**src/rtl/acc_seq_pkg.sv**
```systemverilog
package acc_seq_pkg;
  localparam int DATA_W = 16;
  localparam int ADDR_W = 12;
  localparam int SC_W   = 4;
  localparam int N_T    = 1 << SC_W;
  localparam int OPC_LO = ADDR_W;
  localparam int OPC_W  = 3;
  localparam int IND_B  = DATA_W - 1;

  typedef enum logic [OPC_W-1:0] {
    OP_AND = 3'd0, OP_ADD = 3'd1, OP_LDA = 3'd2, OP_STA = 3'd3,
    OP_BUN = 3'd4, OP_BSA = 3'd5, OP_ISZ = 3'd6, OP_REG = 3'd7
  } opc_e;

  typedef enum logic [1:0] {WSRC_AC, WSRC_PC, WSRC_DR} wsrc_e;

  typedef struct packed {
    logic  arFromPc, arFromIr, arFromMem, arInc;
    logic  pcInc, pcFromAr, irLoad, iLoad;
    logic  drLoad, drInc;
    logic  acClr, acCmp, acShr, acShl, acInc, acAnd, acAdd, acFromDr;
    logic  eClr, eCmp, memWe;
    wsrc_e wSrc;
  } strobe_t;
endpackage

```
**src/rtl/acc_seq_ctrl.sv**
```systemverilog
module acc_seq_ctrl
  import acc_seq_pkg::*;
(
  input  logic              clk,
  input  logic              rst_n,
  input  logic [DATA_W-1:0] ir,
  input  logic              iFlag,
  input  logic              acSign,
  input  logic              acZero,
  input  logic              eVal,
  input  logic              drZero,
  output strobe_t           strb,
  output logic              running
);
  logic [SC_W-1:0] sc;
  logic [N_T-1:0]  tState;
  logic            clrSc, haltReq, skip;
  opc_e            opc;

  assign tState = N_T'(1) << sc;
  assign opc    = opc_e'(ir[OPC_LO +: OPC_W]);

  always_comb begin
    strb    = '0;
    clrSc   = 1'b0;
    haltReq = 1'b0;
    skip    = 1'b0;
    if (running) begin
      if (tState[0]) strb.arFromPc = 1'b1;
      if (tState[1]) begin strb.irLoad = 1'b1; strb.pcInc = 1'b1; end
      if (tState[2]) begin strb.arFromIr = 1'b1; strb.iLoad = 1'b1; end
      if (tState[3]) begin
        if (opc == OP_REG) begin
          clrSc = 1'b1;
          if (!iFlag) begin
            strb.acClr = ir[11];
            strb.eClr  = ir[10];
            strb.acCmp = ir[9];
            strb.eCmp  = ir[8];
            strb.acShr = ir[7];
            strb.acShl = ir[6];
            strb.acInc = ir[5];
            skip = (ir[4] && !acSign) || (ir[3] && acSign) ||
                   (ir[2] && acZero)  || (ir[1] && !eVal);
            strb.pcInc = skip;
            haltReq    = ir[0];
          end
        end else if (iFlag) begin
          strb.arFromMem = 1'b1;
        end
      end
      if (tState[4]) begin
        unique case (opc)
          OP_AND, OP_ADD, OP_LDA, OP_ISZ: strb.drLoad = 1'b1;
          OP_STA: begin strb.memWe = 1'b1; strb.wSrc = WSRC_AC; clrSc = 1'b1; end
          OP_BUN: begin strb.pcFromAr = 1'b1; clrSc = 1'b1; end
          OP_BSA: begin strb.memWe = 1'b1; strb.wSrc = WSRC_PC; strb.arInc = 1'b1; end
          default: ;
        endcase
      end
      if (tState[5]) begin
        unique case (opc)
          OP_AND: begin strb.acAnd = 1'b1; clrSc = 1'b1; end
          OP_ADD: begin strb.acAdd = 1'b1; clrSc = 1'b1; end
          OP_LDA: begin strb.acFromDr = 1'b1; clrSc = 1'b1; end
          OP_BSA: begin strb.pcFromAr = 1'b1; clrSc = 1'b1; end
          OP_ISZ: strb.drInc = 1'b1;
          default: ;
        endcase
      end
      if (tState[6] && opc == OP_ISZ) begin
        strb.memWe = 1'b1;
        strb.wSrc  = WSRC_DR;
        strb.pcInc = drZero;
        clrSc      = 1'b1;
      end
    end
  end

  always_ff @(posedge clk) begin
    if (!rst_n) begin
      sc      <= '0;
      running <= 1'b1;
    end else if (running) begin
      sc <= clrSc ? '0 : sc + 1'b1;
      if (haltReq) running <= 1'b0;
    end
  end

  // memory writes only in the execute steps that store
  p_we_window_r5: assert property (@(posedge clk) disable iff (!rst_n)
    strb.memWe |-> (sc == 4 || sc == 6));
  // no schedule runs past timing state 6
  p_max_step_r7: assert property (@(posedge clk) disable iff (!rst_n)
    (running && sc == 6) |=> (sc == 0));
  // register and peripheral instructions end after state 3
  p_regop_done_r8: assert property (@(posedge clk) disable iff (!rst_n)
    (running && sc == 3 && ir[OPC_LO +: OPC_W] == 3'd7) |=> (sc == 0));
  // a halted machine stays frozen
  p_halt_freeze_r10: assert property (@(posedge clk) disable iff (!rst_n)
    !running |=> (!running && $stable(sc)));
endmodule

```
**src/rtl/acc_seq_datapath.sv**
```systemverilog
module acc_seq_datapath
  import acc_seq_pkg::*;
(
  input  logic              clk,
  input  logic              rst_n,
  input  strobe_t           strb,
  input  logic [DATA_W-1:0] memRdata,
  output logic [ADDR_W-1:0] memAddr,
  output logic [DATA_W-1:0] memWdata,
  output logic [DATA_W-1:0] ir,
  output logic              iFlag,
  output logic              acSign,
  output logic              acZero,
  output logic              eVal,
  output logic              drZero,
  output logic [ADDR_W-1:0] pc,
  output logic [DATA_W-1:0] ac
);
  logic [ADDR_W-1:0] ar;
  logic [DATA_W-1:0] dr;
  logic [DATA_W:0]   sumExt;

  assign memAddr = ar;
  assign acSign  = ac[DATA_W-1];
  assign acZero  = (ac == '0);
  assign drZero  = (dr == '0);
  assign sumExt  = {1'b0, ac} + {1'b0, dr};

  always_comb begin
    unique case (strb.wSrc)
      WSRC_PC: memWdata = DATA_W'(pc);
      WSRC_DR: memWdata = dr;
      default: memWdata = ac;
    endcase
  end

  always_ff @(posedge clk) begin
    if (!rst_n) begin
      pc <= '0; ar <= '0; ir <= '0; dr <= '0;
      ac <= '0; eVal <= 1'b0; iFlag <= 1'b0;
    end else begin
      if (strb.arFromPc)       ar <= pc;
      else if (strb.arFromIr)  ar <= ir[ADDR_W-1:0];
      else if (strb.arFromMem) ar <= memRdata[ADDR_W-1:0];
      else if (strb.arInc)     ar <= ar + 1'b1;

      if (strb.pcFromAr)   pc <= ar;
      else if (strb.pcInc) pc <= pc + 1'b1;

      if (strb.irLoad) ir <= memRdata;
      if (strb.iLoad)  iFlag <= ir[IND_B];

      if (strb.drLoad)     dr <= memRdata;
      else if (strb.drInc) dr <= dr + 1'b1;

      if (strb.acClr)         ac <= '0;
      else if (strb.acCmp)    ac <= ~ac;
      else if (strb.acShr)    ac <= {eVal, ac[DATA_W-1:1]};
      else if (strb.acShl)    ac <= {ac[DATA_W-2:0], eVal};
      else if (strb.acInc)    ac <= ac + 1'b1;
      else if (strb.acAnd)    ac <= ac & dr;
      else if (strb.acAdd)    ac <= sumExt[DATA_W-1:0];
      else if (strb.acFromDr) ac <= dr;

      if (strb.eClr)       eVal <= 1'b0;
      else if (strb.eCmp)  eVal <= ~eVal;
      else if (strb.acShr) eVal <= ac[0];
      else if (strb.acShl) eVal <= ac[DATA_W-1];
      else if (strb.acAdd) eVal <= sumExt[DATA_W];
    end
  end

  // PC moves only on a fetch increment, skip or jump strobe
  p_pc_hold_r2: assert property (@(posedge clk) disable iff (!rst_n)
    !(strb.pcInc || strb.pcFromAr) |=> $stable(pc));
  // AC holds unless an accumulator operation is strobed
  p_ac_hold_r4: assert property (@(posedge clk) disable iff (!rst_n)
    !(strb.acClr || strb.acCmp || strb.acShr || strb.acShl || strb.acInc ||
      strb.acAnd || strb.acAdd || strb.acFromDr) |=> $stable(ac));
  // E holds unless an E-affecting operation is strobed
  p_e_hold_r8: assert property (@(posedge clk) disable iff (!rst_n)
    !(strb.eClr || strb.eCmp || strb.acShr || strb.acShl || strb.acAdd)
    |=> $stable(eVal));
endmodule

```
**src/rtl/acc_sequencer.sv**
```systemverilog
module acc_sequencer
  import acc_seq_pkg::*;
(
  input  logic              clk,
  input  logic              rst_n,
  input  logic [DATA_W-1:0] memRdata,
  output logic [ADDR_W-1:0] memAddr,
  output logic [DATA_W-1:0] memWdata,
  output logic              memWe,
  output logic [DATA_W-1:0] accValue,
  output logic [ADDR_W-1:0] pcValue,
  output logic              eFlag,
  output logic              running
);
  strobe_t           strb;
  logic [DATA_W-1:0] ir;
  logic              iFlag, acSign, acZero, drZero;

  acc_seq_ctrl u_ctrl (
    .clk(clk), .rst_n(rst_n), .ir(ir), .iFlag(iFlag), .acSign(acSign),
    .acZero(acZero), .eVal(eFlag), .drZero(drZero), .strb(strb),
    .running(running)
  );

  acc_seq_datapath u_dp (
    .clk(clk), .rst_n(rst_n), .strb(strb), .memRdata(memRdata),
    .memAddr(memAddr), .memWdata(memWdata), .ir(ir), .iFlag(iFlag),
    .acSign(acSign), .acZero(acZero), .eVal(eFlag), .drZero(drZero),
    .pc(pcValue), .ac(accValue)
  );

  assign memWe = strb.memWe;
endmodule

```
**config.mk**
```make
export PLATFORM = sky130hd
export DESIGN_NAME = acc_sequencer
export DESIGN_NICKNAME = d
export VERILOG_FILES = /design/src/rtl/acc_seq_pkg.sv /design/src/rtl/acc_seq_ctrl.sv /design/src/rtl/acc_seq_datapath.sv /design/src/rtl/acc_sequencer.sv
export SDC_FILE = /design/constraint.sdc
export NUM_CORES = 1
export LEC_CHECK = 0
export BUFFER_PORTS_ARGS = -buffer_cell sky130_fd_sc_hd__buf_2
export CAP_MARGIN = 5
export CORE_MARGIN = 2
export CORE_UTILIZATION = 47
export CTS_BUF_LIST = sky130_fd_sc_hd__clkbuf_16
export CTS_CLUSTER_SIZE = 20
export DETAILED_ROUTE_END_ITERATION = 8
export PLACE_DENSITY_LB_ADDON = 0.25
export SYNTH_ARGS = -nofsm -noshare
export SYNTH_HDL_FRONTEND = slang
export SYNTH_HIERARCHICAL = 1
export SYNTH_SLANG_ARGS = --single-unit
```
**constraint.sdc**
```tcl
create_clock -name clk -period 8.6 [get_ports clk]
set_clock_uncertainty 0.1 [all_clocks]
set_input_delay 2.58 -clock clk [delete_from_list [all_inputs] [get_ports clk]]
set_output_delay 2.58 -clock clk [all_outputs]
set_load 0.01 [all_outputs]
```
---- Word-level counts from Yosys, hierarchy flattened ----
Cells that the tools add are included.
operators by class
  $add $sub $neg .......................... 6
  equal/unequal tests ..................... 9
  shift-type cells ........................ 1
  mux-type cells .......................... 69
  bitwise operators ....................... 4
  reductions and logical operators ........ 23
operator list
  kind                                                               number
  16-bit two-way mux                                                 9
  12-bit two-way mux                                                 6
  1-bit two-way mux                                                  41
  16-bit by 1-bit adder with 16-bit output, second input constant    2
  16-bit logical NOT                                                 2
  16-bit case mux with 2 select lines                                1
  12-bit by 1-bit adder with 12-bit output, second input constant    2
  23-bit two-way mux                                                 1
  16-bit by 16-bit adder with 17-bit output                          1
  16-bit bitwise AND                                                 1
  16-bit inverter                                                    1
  5-bit two-way mux                                                  3
  3-bit == test, second input constant                               4
  3-bit two-way mux                                                  3
  4-bit nonzero test                                                 2
  4-bit OR reduction                                                 2
  7-bit nonzero test                                                 1
  1-bit by 4-bit left shift with 7-bit output, first input constant  1
  3-bit by 2-bit == test with 1-bit output, second input constant    2
  2-bit two-way mux                                                  3
  3-bit case mux with 2 select lines                                 1
  2-bit OR reduction                                                 3
  1-bit logical AND                                                  5
  4-bit by 1-bit adder with 4-bit output, second input constant      1
  other kinds (9)                                                    14
word-level totals
  register bits ........................... 79
  output and inout bits ................... 59

---- Longest topological paths before layout ----
  word-level depth ........................ 17
  mapped depth ............................ 15

---- Hierarchy ----
Netlist, hierarchy kept.
modules (own cells, without submodules)
  module            times used  cells an instance  area an instance (um2)  seq. area each (um2)
  acc_seq_datapath  1           834                6177.2                  1481.4
  acc_seq_ctrl      1           91                 674.4                   100.1

---- Worst setup path before layout ----
OpenSTA, ideal clock, no wires.
  path kind ............................... reg2out
  from .................................... register u_ctrl.sc[0]
  to ...................................... output port memWdata[11]
  arrival ................................. 2.047 ns
  path slack .............................. 3.873 ns
  stages on the path, launching flop included .. 11
  path through ............................ dfxtp_1 inv_1 ha_1 nor2b_1 nand4_2 nor2_1 ha_1 clkbuf_1 clkbuf_1 a22oi_1 o21ai_0
RTL lines
  what                    RTL line            source
  from (decl)             acc_seq_ctrl.sv:15  logic [SC_W-1:0] sc;
  from (signal assigned)  acc_seq_ctrl.sv:85  sc <= clrSc ? '0 : sc + 1'b1;
  to (decl)               acc_sequencer.sv:8  output logic [DATA_W-1:0] memWdata,

==> impl_metrics.toml <==
[setup_path]
crit_required_ns = 5.92
endpoint_kind = "output pin"
start_kind = "flip-flop"
worstPathArrival_ns = 3.19
crit_type = "flip-flop to output pin"
worstPathMaxFanout = 32

[cells_and_area]
diodes = 0
fin_nets = 1002
syn_to_final_growth_pct = 10.9
stdcell_count = 1142
fillers = 1426
drive_above_1_share = 0.133

[worst_hold_path]
hp-class = "flip-flop to flip-flop"

[sta]
max_freq_mhz = 170
finalHoldViolCount = 0
fin_crit_ns = 5.87
drv_slew = 0
setup_viol = 0
rsz0062_at_grt = "false"
post-route-period-util = 0.683
tightest_slew_ns = 1.02
relSlewSlack = 0.308
fin_tns_setup_ns = 0

[yosys]
yosys_warnings = 6
ys_seq_area_frac = 0.231
syn-instance-count = 925
synth_top_area_share = 0.231
synth_area_um2 = 6850
synth_cell_type_count = 76
synth-async-reset-ratio = 0
synth_enable_flop_cells = 0
synth_top_area_cell = "dfxtp_1"
syn_nets = 973
ys_ff_latch = 79
syn_avg_cell_area_um2 = 7.41
synth_ff_type = "dfxtp_1"
synth_area_leaders = "dfxtp_1, nand2_1, mux2i_1, o21ai_0, ha_1"

[grt]
grt_usage = 0.279
grt_pass1_vias = 6210
grt_pass1_wl_mm = 34.8
grt_start_max_net_pins = 72
grt_overflow = 0
antenna_found_initial = 0

[clock_tree]
htree_levels = 3
cts_setup_buffers = 0
clock_sink_count = 79
holdBufCountCts = 0
cts.repair.resized = 0
clockBufferDepth = 2
root_buffer = "clkbuf_16"
clock_latency_ns = 0.35
tritoncts = "done"
cts.clk_slew.worst_paths_ns = 0.06
cts_buffers = 9

[detailed_routing]
antenna_left = 0
drc = 0
num_vias = 7065
via_per_inst = 6.19
wl_per_cell_um = 19.6
drt_iter0_drc = 855
first_pass_iters = 6
routed_wl_mm = 22.4

[die]
coreArea_um2 = 14400
die_y_um = 125
die_area_um2 = 15600
rows = 44
num_io_pins = 77
dieWidth_um = 125
start_util = 0.477

[power_and_ir_drop]
p_per_area_nw_per_um2 = 133
leakagePower_nw = 3.06
peakVddDrop_uv = 128

[placed_design]
dpl.cell_count = 1127
place_congestion = 0.940
place.detailed.hpwl_mm = 16.2
portBuffers = 76

[outcome]
status = "completed"

[job]
cap_violations = 0
[through the flow]
step	utilization	worst slack (ns)	hold WS [ns]	area, um2	total power, mW
6_report	0.529	2.73	0.416	7600	1.01
5_1_grt	0.529	2.55	0.437	7600	1.05
4_1_cts	0.529	2.82	0.411	7600	1.01
3_5_place_dp	0.505	3.21	0.404	7260	0.561
3_3_place_gp	0.505	3.28	0.390	7260	0.560
2_1_floorplan	-	3.87	0.357	6850	0.515
[synthesized netlist by cell type (all sizes together), types with 29 or more instances]
library cell	instances
nand3	40
xor2	30
ha	29
o21ai	86
nand2	119
inv	29
mux2i	38
nor2	52
and2	34
dfxtp	79
clkbuf	45
a21oi	56
[layout by cell type (no fill, tap or decap), types with 28 or more instances in the layout]
cell	instances
nand2_1	119
dfxtp_1	79
buf_2	76
o21ai_0	75
a21oi_1	54
nor2_1	49
nand3_1	40
mux2i_1	38
and2_1	34
xor2_1	30
ha_1	29
xnor2_1	28
[critical path: stages, from the launching register on]
cell and delay, ns:
dfxtp_1 0.36, inv_1 0.10, ha_1 0.19, nand3b_1 0.22, nor3_1 0.38, inv_1 0.08
ha_1 0.92, o21ai_0 0.35, buf_2 0.22
[cells by family (layout without fill, tap and decap cells)]
group	count (synthesis)	after routing	share of synthesized area
compound gates	262	262	0.255
xor+xnor	58	58	0.0741
fa+ha+maj	30	30	0.0559
buf+inv	98	131	0.0597
flops	79	79	0.231
mux	40	40	0.0588
simple gates	358	358	0.266
[where the power goes]
group | internal (mW) | switching [mW]
logic | 0.0588 | 0.0856
registers | 0.382 | 0.0301
clock network | 0.285 | 0.170
[state kept, by name, summed over array words and instances (netlist names)]
register        count
u_ctrl/running      1
u_ctrl/sc           4
u_dp/ac            16
u_dp/dr            16
u_dp/eVal           1
u_dp/iFlag          1
u_dp/ir            16
u_dp/memAddr       12
u_dp/pc            12
[area by class of cell]
cell class                      instances  area (um2)  share of cell area
Clock inverter                          6         116              0.0153
Sequential cell                        79        1580               0.208
Multi-Input combinational cell        748        4880               0.642
Inverter                               30         113              0.0148
Timing Repair Buffer                   86         455              0.0599
Tap cell                              184         230              0.0303
Clock buffer                            9         225              0.0296
[final timing paths]
path,from,end,slack [ns],depth (start not counted)
setup / recovery,u_ctrl/sc[0]$_SDFFE_PN0P_,memWdata[12],2.73,8
hold / removal,u_ctrl/sc[1]$_SDFFE_PN0P_,u_ctrl/sc[1]$_SDFFE_PN0P_,0.42,2
setup reg to reg,u_ctrl/sc[0]$_SDFFE_PN0P_,u_dp/ac[8]$_SDFFE_PP0P_,4.73,14
hold reg to reg,u_ctrl/sc[1]$_SDFFE_PN0P_,u_ctrl/sc[1]$_SDFFE_PN0P_,0.42,2
[routing by layer]
metal  up-vias  wire [um]  global-route usage
li1       3412          -                   -
met5         -          0                   0
met1      3283       9720               0.367
met4         0        927               0.129
met2       312      10400               0.450
met3        58       1360              0.0434
No activity file was read; power rests on OpenSTA's default activity.
